### src/rtl/pdh_pkg.sv
// Package pdh_pkg
// Shared phase encoding for the power-down freeze controller.
// Assumes: the encoding is visible at the status port, so values are fixed.
package pdh_pkg;
    typedef enum logic [1:0] {
        PH_RUN     = 2'b00,
        PH_FROZEN  = 2'b01,
        PH_RECOVER = 2'b10
    } phase_e;
endpackage

### src/rtl/pdh_sync.sv
// Module pdh_sync
// Multi-flop level synchronizer for the asynchronous power-down pin.
// Assumes: STAGES >= 2; the input is a slow level, not a pulse.
module pdh_sync #(
    parameter int STAGES = 2
) (
    input  logic clk,
    input  logic rst_n,
    input  logic d,
    output logic q
);
    logic [STAGES-1:0] chain;

    // Shift the pin level through the flop chain.
    always_ff @(posedge clk) begin
        if (!rst_n) chain <= '0;
        else        chain <= {chain[STAGES-2:0], d};
    end

    assign q = chain[STAGES-1];
endmodule

### src/rtl/pdh_seq.sv
// Module pdh_seq
// Phase sequencer: running, frozen and timed recovery.
// Drives the hold request that blocks sampling and register updates.
// Assumes: RECOVER_CYCLES >= 1; pd_s is already synchronous to clk.
module pdh_seq
    import pdh_pkg::*;
#(
    parameter int RECOVER_CYCLES = 50
) (
    input  logic   clk,
    input  logic   rst_n,
    input  logic   pd_s,
    output phase_e phase,
    output logic   hold
);
    localparam int CNT_W = $clog2(RECOVER_CYCLES + 1);
    localparam logic [CNT_W-1:0] LAST = CNT_W'(RECOVER_CYCLES - 1);

    phase_e            phase_nx;
    logic [CNT_W-1:0]  cnt, cnt_nx;

    // Next phase and recovery count from the synchronized pin.
    always_comb begin
        phase_nx = phase;
        cnt_nx   = cnt;
        unique case (phase)
            PH_RUN: begin
                if (pd_s) phase_nx = PH_FROZEN;
            end
            PH_FROZEN: begin
                if (!pd_s) begin
                    phase_nx = PH_RECOVER;
                    cnt_nx   = '0;
                end
            end
            PH_RECOVER: begin
                if (pd_s)              phase_nx = PH_FROZEN;
                else if (cnt == LAST)  phase_nx = PH_RUN;
                else                   cnt_nx   = cnt + 1'b1;
            end
            default: phase_nx = PH_FROZEN;
        endcase
    end

    // Phase and counter registers.
    always_ff @(posedge clk) begin
        if (!rst_n) begin
            phase <= PH_RUN;
            cnt   <= '0;
        end else begin
            phase <= phase_nx;
            cnt   <= cnt_nx;
        end
    end

    // Block as soon as the pin is seen, and until recovery ends.
    assign hold = pd_s | (phase != PH_RUN);
endmodule

### src/rtl/pdh_core.sv
// Module pdh_core
// Pin hold latches and the wrapped register bank.
// All outputs derive from latched state, so freezing the latches and the
// register freezes every output, including the enables.
// Assumes: hold is synchronous to clk.
module pdh_core #(
    parameter int W = 8
) (
    input  logic         clk,
    input  logic         rst_n,
    input  logic         hold,
    input  logic [W-1:0] in_pins,
    input  logic         ce_pin,
    input  logic [W-1:0] oe_pins,
    input  logic         extra_pin,
    output logic [W-1:0] out_val,
    output logic [W-1:0] out_mix,
    output logic [W-1:0] out_en,
    output logic         extra_q
);
    logic [W-1:0] in_l, oe_l, core_q;
    logic         ce_l, ex_l;

    // Pin hold latches: follow the pins unless held.
    always_ff @(posedge clk) begin
        if (!rst_n) begin
            in_l <= '0;
            oe_l <= '0;
            ce_l <= 1'b0;
            ex_l <= 1'b0;
        end else if (!hold) begin
            in_l <= in_pins;
            oe_l <= oe_pins;
            ce_l <= ce_pin;
            ex_l <= extra_pin;
        end
    end

    // Wrapped register: loads latched data on an enabled, unheld edge.
    always_ff @(posedge clk) begin
        if (!rst_n)               core_q <= '0;
        else if (!hold && ce_l)   core_q <= in_l;
    end

    assign out_val = core_q;
    assign out_mix = in_l ^ core_q;
    assign out_en  = oe_l;
    assign extra_q = ex_l;
endmodule

### src/rtl/pdh_ctrl.sv
// Module pdh_ctrl
// Top of the power-down freeze controller. With PD_ENABLE set, the pin is
// synchronized and sequenced into a hold request; otherwise the pin is an
// ordinary sampled input reported on pd_aux.
// Assumes: clk is free running; rst_n is synchronous and active low.
module pdh_ctrl
    import pdh_pkg::*;
#(
    parameter int W              = 8,
    parameter int RECOVER_CYCLES = 50,
    parameter int SYNC_STAGES    = 2,
    parameter bit PD_ENABLE      = 1'b1
) (
    input  logic         clk,
    input  logic         rst_n,
    input  logic         pd_pin,
    input  logic [W-1:0] in_pins,
    input  logic         ce_pin,
    input  logic [W-1:0] oe_pins,
    output logic [W-1:0] out_val,
    output logic [W-1:0] out_mix,
    output logic [W-1:0] out_en,
    output logic [1:0]   status,
    output logic         pd_aux
);
    phase_e phase;
    logic   hold;
    logic   extra_pin;

    generate
        if (PD_ENABLE) begin : g_pd
            logic pd_s;

            pdh_sync #(.STAGES(SYNC_STAGES)) u_sync (
                .clk   (clk),
                .rst_n (rst_n),
                .d     (pd_pin),
                .q     (pd_s)
            );

            pdh_seq #(.RECOVER_CYCLES(RECOVER_CYCLES)) u_seq (
                .clk   (clk),
                .rst_n (rst_n),
                .pd_s  (pd_s),
                .phase (phase),
                .hold  (hold)
            );

            assign extra_pin = 1'b0;
        end else begin : g_plain
            assign phase     = PH_RUN;
            assign hold      = 1'b0;
            assign extra_pin = pd_pin;
        end
    endgenerate

    pdh_core #(.W(W)) u_core (
        .clk       (clk),
        .rst_n     (rst_n),
        .hold      (hold),
        .in_pins   (in_pins),
        .ce_pin    (ce_pin),
        .oe_pins   (oe_pins),
        .extra_pin (extra_pin),
        .out_val   (out_val),
        .out_mix   (out_mix),
        .out_en    (out_en),
        .extra_q   (pd_aux)
    );

    assign status = phase;
endmodule

### config.mk
export PLATFORM = sky130hd
export DESIGN_NAME = pdh_ctrl
export DESIGN_NICKNAME = d
export VERILOG_FILES = /design/src/rtl/pdh_pkg.sv /design/src/rtl/pdh_sync.sv /design/src/rtl/pdh_seq.sv /design/src/rtl/pdh_core.sv /design/src/rtl/pdh_ctrl.sv
export SDC_FILE = /design/constraint.sdc
export NUM_CORES = 1
export LEC_CHECK = 0
export ABC_AREA = 1
export BUFFER_PORTS_ARGS = -buffer_cell sky130_fd_sc_hd__buf_2
export CAP_MARGIN = 40
export CELL_PAD_IN_SITES_DETAIL_PLACEMENT = 2
export CELL_PAD_IN_SITES_GLOBAL_PLACEMENT = 2
export CORE_ASPECT_RATIO = 2
export CORE_MARGIN = 3
export CORE_UTILIZATION = 30
export CTS_CLUSTER_SIZE = 16
export DETAILED_ROUTE_END_ITERATION = 8
export HOLD_SLACK_MARGIN = 0.12
export PLACE_DENSITY = 0.9
export SETUP_SLACK_MARGIN = 0.2
export SYNTH_ARGS = -nofsm -noshare
export SYNTH_HDL_FRONTEND = slang
export SYNTH_SLANG_ARGS = --single-unit
### constraint.sdc
create_clock -name clk -period 2.4 [get_ports clk]
set_input_delay 0.24 -clock clk [delete_from_list [all_inputs] [get_ports clk]]
set_output_delay 0.24 -clock clk [all_outputs]
set_load 0.03 [all_outputs]
==> run metrics, run 1 <==
final wirelength 4.93 mm; Hold Buf Count CTS 0; CTS buffer count 5; Reg clk slew, reported paths 80 ps; synth top area cells dfxtp_1, nor2_1, nand2_1; count of cell types in the netlist 27; WP data required 2620 ps; register area share after synthesis 45.6%; fmax 699 MHz; post-route clock period utilization 59.6%; CTS H-tree lvls 2; DRT Pass-1 Iters 2; gp weighted congestion 0.726; post-synth top area share 45.6%; synthesized cell area 1540 µm²; Iteration-0 DRC Markers 7; slew at the pin closest to its max-slew limit 505 ps; setup TNS 0 ps; PnR worst setup slack 970 ps; fill cell count 600; setup bufs post-CTS 0; initial antenna violation count 0; startpoint types flip-flop; Clk Latency, worst-skew pair 300 ps; Syn Inst Count 199; R2R depth 6; Worst Path Arrival 1650 ps; fin. max-slew vios 0; vias 1490; Place WS 999 ps; core area 4910 µm²; DP Cell Count 293; Die Wd 56.6 µm; PortBufs 45; design area 1880 µm²; Setup Viol. Count Final 0; post-synth top area cell dfxtp_1; worst hold stages 3; class of the worst hold path in -> reg; Final Non-Filler Cells 301; Crit Path Category reg -> reg; minimum clock period 1430 ps; MaxCap Viol Count 0; CP endpoint kind flip-flop; CTS tree done; Max-slew headroom 66.3%; Layout Area Growth over Synthesis 22.7%; Max rail drop VDD 447 µV; Detailed Place HPWL 3.64 mm; Routed Antenna Nets 0; Synth Register Bits 35; Die Height 107 µm; I/O Pins 47; worst hold margin 164 ps; CTS sink cnt 35; synth warn 0; GRT Total Usage 18.1%; vias in the first global route 1642; DRC 0; clk buf depth 2; initial cell density of the core 31.3%; Gates resized, CTS repair 0; DP Area 1780 µm²; die area 6060 µm²; Total Nets Final 265; first-pass GRT wire length 8.22 mm; Post-Syn Nets 221; Overflow after GRT 0; layout cells sized above 1 27.5%; largest net degree at the start of global routing 27; outcome finished, final reports clean; Syn Area/Cell 7.71 µm²; commonest non-fill, non-tap cell in the layout nor2_1; Pleak 0.930 nW; pwr dens 695 nW/µm²; wire per inst 16.4 µm; CP Max Fanout 26; clock root buffer clkbuf_8; RSZ-0062 raised after global routing no; ANT cells 0; Clock Skew 9.93 ps; Via density 4.95; Final Hold Vio Count 0; Row Count 36; commonest cells after routing, fill and taps aside nor2_1, buf_2, dfxtp_1, nand2_1, o21ai_0
==> cell type report <==
type	instances	area [µm²]	area share [%]
tap	57	71.3	3.79
sequential	35	701	37.2
multi-input combinational	142	728	38.7
timing repair buffer	45	225	12.0
inverter	14	57.6	3.06
clock buffer	8	100	5.32
==> worst max-delay path, cell delays in order, from the launching register on <==
cell and delay (ps):
dfxtp_1 440, nor2_4 80, nand2_4 180, clkinv_4 230
nand2_4 170, nand2_1 70, a21oi_1 160
==> state kept, by name, summed over array words and instances, names as in the netlist <==
signal / flops
g_pd.u_seq.cnt: 6
g_pd.u_seq.phase: 2
g_pd.u_sync.chain: 2
u_core.ce_l: 1
u_core.in_l: 8
u_core.out_en: 8
u_core.out_val: 8
==> worst paths after layout <==
check / from / end / slack, ps
worst max register to register: g_pd.u_seq.phase[0] / u_core.out_val[2] / 970
worst min register to register: g_pd.u_sync.chain[0] / g_pd.u_sync.chain[1] / 430
worst max-delay path: g_pd.u_seq.phase[0] / u_core.out_val[2] / 970
worst min-delay path: pd_pin / g_pd.u_sync.chain[0] / 160
==> metal layers <==
layer / wire [µm] / GRT usage (%) / vias up
met5: 0 / 0 / -
met4: 214 / 11.5 / 0
met3: 127 / 2.65 / 13
met2: 2940 / 35.1 / 30
met1: 1640 / 16.8 / 731
li1: - / - / 716
==> Yosys cell counts <==
library cell	instances
nor2_1	48
dfxtp_1	35
nand2_1	26
o21ai_0	17
nand3_1	13
inv_1	12
a21oi_1	9
xor2_1	8
nand2_4	4
a21oi_2	3
nand3_2	3
buf_2	2
buf_4	2
clkbuf_1	2
ha_1	2
nor3_1	2
buf_6	1
clkbuf_2	1
clkinv_4	1
conb_1	1
inv_2	1
nand2_2	1
nand3b_1	1
nand4_1	1
nor2_2	1
nor2_4	1
o21bai_1	1
==> metrics by stage <==
step	utilization, %	total power, mW
6_report	38.4	1.31
5_1_grt	38.4	1.37
4_1_cts	38.4	1.33
3_5_place_dp	36.3	0.845
3_3_place_gp	36.3	0.837
2_1_floorplan	-	0.779
==> report_power, final <==
part	switching, mW	internal [mW]
combinational	0.131	0.0572
clock	0.217	0.262
sequential	0.0311	0.611
==> cell families (layout without fill, tap and decap cells) <==
family | Yosys count | after routing | share of synthesized area [%]
fa+ha+maj | 2 | 2 | 1.63
simple gates | 101 | 101 | 30.3
other cells | 1 | 1 | 0.244
flops | 35 | 35 | 45.6
compound gates | 30 | 30 | 10.7
buf+inv | 22 | 67 | 6.93
xor+xnor | 8 | 8 | 4.56
No activity file was read; power rests on OpenSTA's default activity.
==> run 2, diff against run 1 <==
--- a/config.mk
+++ b/config.mk
@@ -5,18 +5,18 @@
 export SDC_FILE = /design/constraint.sdc
 export NUM_CORES = 1
 export LEC_CHECK = 0
-export ABC_AREA = 1
+export ABC_AREA = 0
 export BUFFER_PORTS_ARGS = -buffer_cell sky130_fd_sc_hd__buf_2
 export CAP_MARGIN = 40
 export CELL_PAD_IN_SITES_DETAIL_PLACEMENT = 2
 export CELL_PAD_IN_SITES_GLOBAL_PLACEMENT = 2
 export CORE_ASPECT_RATIO = 2
 export CORE_MARGIN = 3
-export CORE_UTILIZATION = 30
+export CORE_UTILIZATION = 28
 export CTS_CLUSTER_SIZE = 16
 export DETAILED_ROUTE_END_ITERATION = 8
 export HOLD_SLACK_MARGIN = 0.12
-export PLACE_DENSITY = 0.9
+export PLACE_DENSITY = 0.84
 export SETUP_SLACK_MARGIN = 0.2
 export SYNTH_ARGS = -nofsm -noshare
 export SYNTH_HDL_FRONTEND = slang
==> constraint.sdc (replaced) <==
create_clock -name clk -period 1.4 [get_ports clk]
set_input_delay 0.14 -clock clk [delete_from_list [all_inputs] [get_ports clk]]
set_output_delay 0.14 -clock clk [all_outputs]
set_load 0.03 [all_outputs]
==> run metrics, run 2 <==
outcome finished, violations left; failing checks setup timing; CP endpoint kind flip-flop; setup TNS -198 ps; Setup Viol. Count Final 3; Worst Setup SP g_pd.u_seq.cnt[1]; vias in the first global route 1846; Critical Path Sink g_pd.u_seq.phase[1]; commonest non-fill, non-tap cell in the layout nand2_1; RSZ-0062 raised after global routing yes; MaxCap Viol Count 0; die area 6430 µm²; final wirelength 5.99 mm; synth warn 0; fmax 671 MHz; vias 1658; Crit Reg-Reg Startpoint g_pd.u_seq.cnt[1]; startpoint types flip-flop; Max rail drop VDD 589 µV; CP Max Fanout 4; fin. max-slew vios 0; Iteration-0 DRC Markers 37; Routed Antenna Nets 0; Overflow after GRT 0; top post-synthesis cells by count nand2_1, dfxtp_1, a21boi_0, xor2_1; R2R Path End g_pd.u_seq.phase[1]; CTS sink cnt 35; DRT Pass-1 Iters 6; Syn Inst Count 182; post-synth top area cell dfxtp_1; clk buf depth 2; Reg clk slew, reported paths 70 ps; initial cell density of the core 29.2%; Die Height 110 µm; Final Util 45.0%; layout cells sized above 1 41.1%; post-route clock period utilization 106%; synthesized cell area 1530 µm²; WP data required 1590 ps; worst hold stages 3; register area share after synthesis 45.9%; PnR worst setup slack -89.8 ps; Async S/R FF share, synth 0%; Final Hold Vio Count 0; initial antenna violation count 0; CTS H-tree lvls 2; Final Non-Filler Cells 321; first-pass GRT wire length 9.36 mm; Pleak 1.06 nW; total power 2.29 mW; Detailed Place HPWL 3.59 mm; Via density 5.17; CTS tree done; core area 5230 µm²; Worst R2R Setup Slack -90 ps; GRT Total Usage 19.3%; Post-Syn Nets 204; pwr dens 971 nW/µm²; minimum clock period 1490 ps; wire per inst 18.7 µm; ANT cells 0; DP Cell Count 288; Syn Area/Cell 8.39 µm²; top_reg_cell synth dfxtp_1; gp weighted congestion 0.845; Crit Path Category reg -> reg; class of the worst hold path in -> reg; EDFF count, synth 0; Clock Skew 5.85 ps; post-synth top area share 45.9%; commonest cells after routing, fill and taps aside nand2_1, buf_2, buf_4, dfxtp_1, dlygate4sd3_1; I/O Pins 47; synth top area cells dfxtp_1, nand2_1, a21boi_0; clock root buffer clkbuf_8; CTS buffer count 5; R2R depth 6; Layout Area Growth over Synthesis 54.3%; PortBufs 45; Row Count 37; Synth Register Bits 35; Clk Latency, worst-skew pair 290 ps; largest net degree at the start of global routing 21; top-count cell post-synth nand2_1; DRC 0; Die Wd 58.2 µm; Worst Path Arrival 1680 ps; Place WS -101 ps; count of cell types in the netlist 35; Total Nets Final 285
## run 2: cell count changes after synthesis, sizes merged, moves of 2 or more
cell / previous run / this run
nand3: 16 / 2
inv: 13 / 4
a21boi: 0 / 25
o21ai: 17 / 2
a21oi: 12 / 2
nand2: 31 / 59
clkbuf: 3 / 6
nor2: 50 / 4
and2: 0 / 4
o22ai: 0 / 3
a31oi: 0 / 2
## run 2: how the worst min path moves through the flow
stage               startpoint                   end
global placement        pd_pin  g_pd.u_sync.chain[0]
CTS                 oe_pins[1]      u_core.out_en[1]
finish              oe_pins[1]      u_core.out_en[1]
detailed placement      pd_pin  g_pd.u_sync.chain[0]
floorplan               pd_pin  g_pd.u_sync.chain[0]
global route        oe_pins[1]      u_core.out_en[1]
## run 2: worst max-delay path: stages (launching register included)
cell and delay, ps:
dfxtp_2 330, inv_2 70, ha_4 120, nand2_2 50, or4_4 460, a31o_1 210
and2_1 150
## run 2: repair_timing
action	4_1_cts	5_1_grt
buffers inserted	5	3
pin swaps	9	8
gates cloned	1	0
hold buffers	17	0
endpoints found under the setup margin	34	41
gates resized for setup	25	35
endpoints found under the hold margin	17	0
## run 2: logic make-up after synthesis
family | synth area share (%)
XOR/XNOR | 4.59
other | 0.246
adder cells (fa/ha/maj) | 1.64
buffers and inverters | 4.67
AND/OR/NAND/NOR | 22.5
flip-flops | 45.9
multiplexers | 0.656
AO/OA/AOI/OAI | 19.8
## run 2: final cells by class
class                   count  area, µm²
inverters                   4       18.8
clock inverters             1       5.00
repair buffers             86        624
well taps                  58       72.6
fillers                   572       2880
clock buffers               6       82.6
multi-input cells         131        827
flip-flops and latches     35        724
## run 2: power breakdown
| part | leakage, nW | switching (mW) | internal [mW] | total [mW] |
|---|---|---|---|---|
| Combinational | 0.722 | 0.257 | 0.186 | 0.443 |
| Sequential | 0.294 | 0.0421 | 1.04 | 1.09 |
| Clock | 0.0470 | 0.370 | 0.386 | 0.757 |
## run 2: layer usage
layer	vias up	wire length [µm]	part of all wire, %	GRT usage (%)
met5	-	0	0	0
met4	0	224	3.7	8.82
met3	14	192	3.2	3.16
met2	45	3610	60	38.9
met1	835	1960	33	17.1
li1	764	-	-	-
## run 2: per-stage QoR
step | hold slack, ps | cell area, µm²
final | 165 | 2350
after CTS | 142 | 2260
after global placement | 353 | 1900
after detailed placement | 370 | 1900
after global routing | 156 | 2350
after floorplan | 267 | 1570
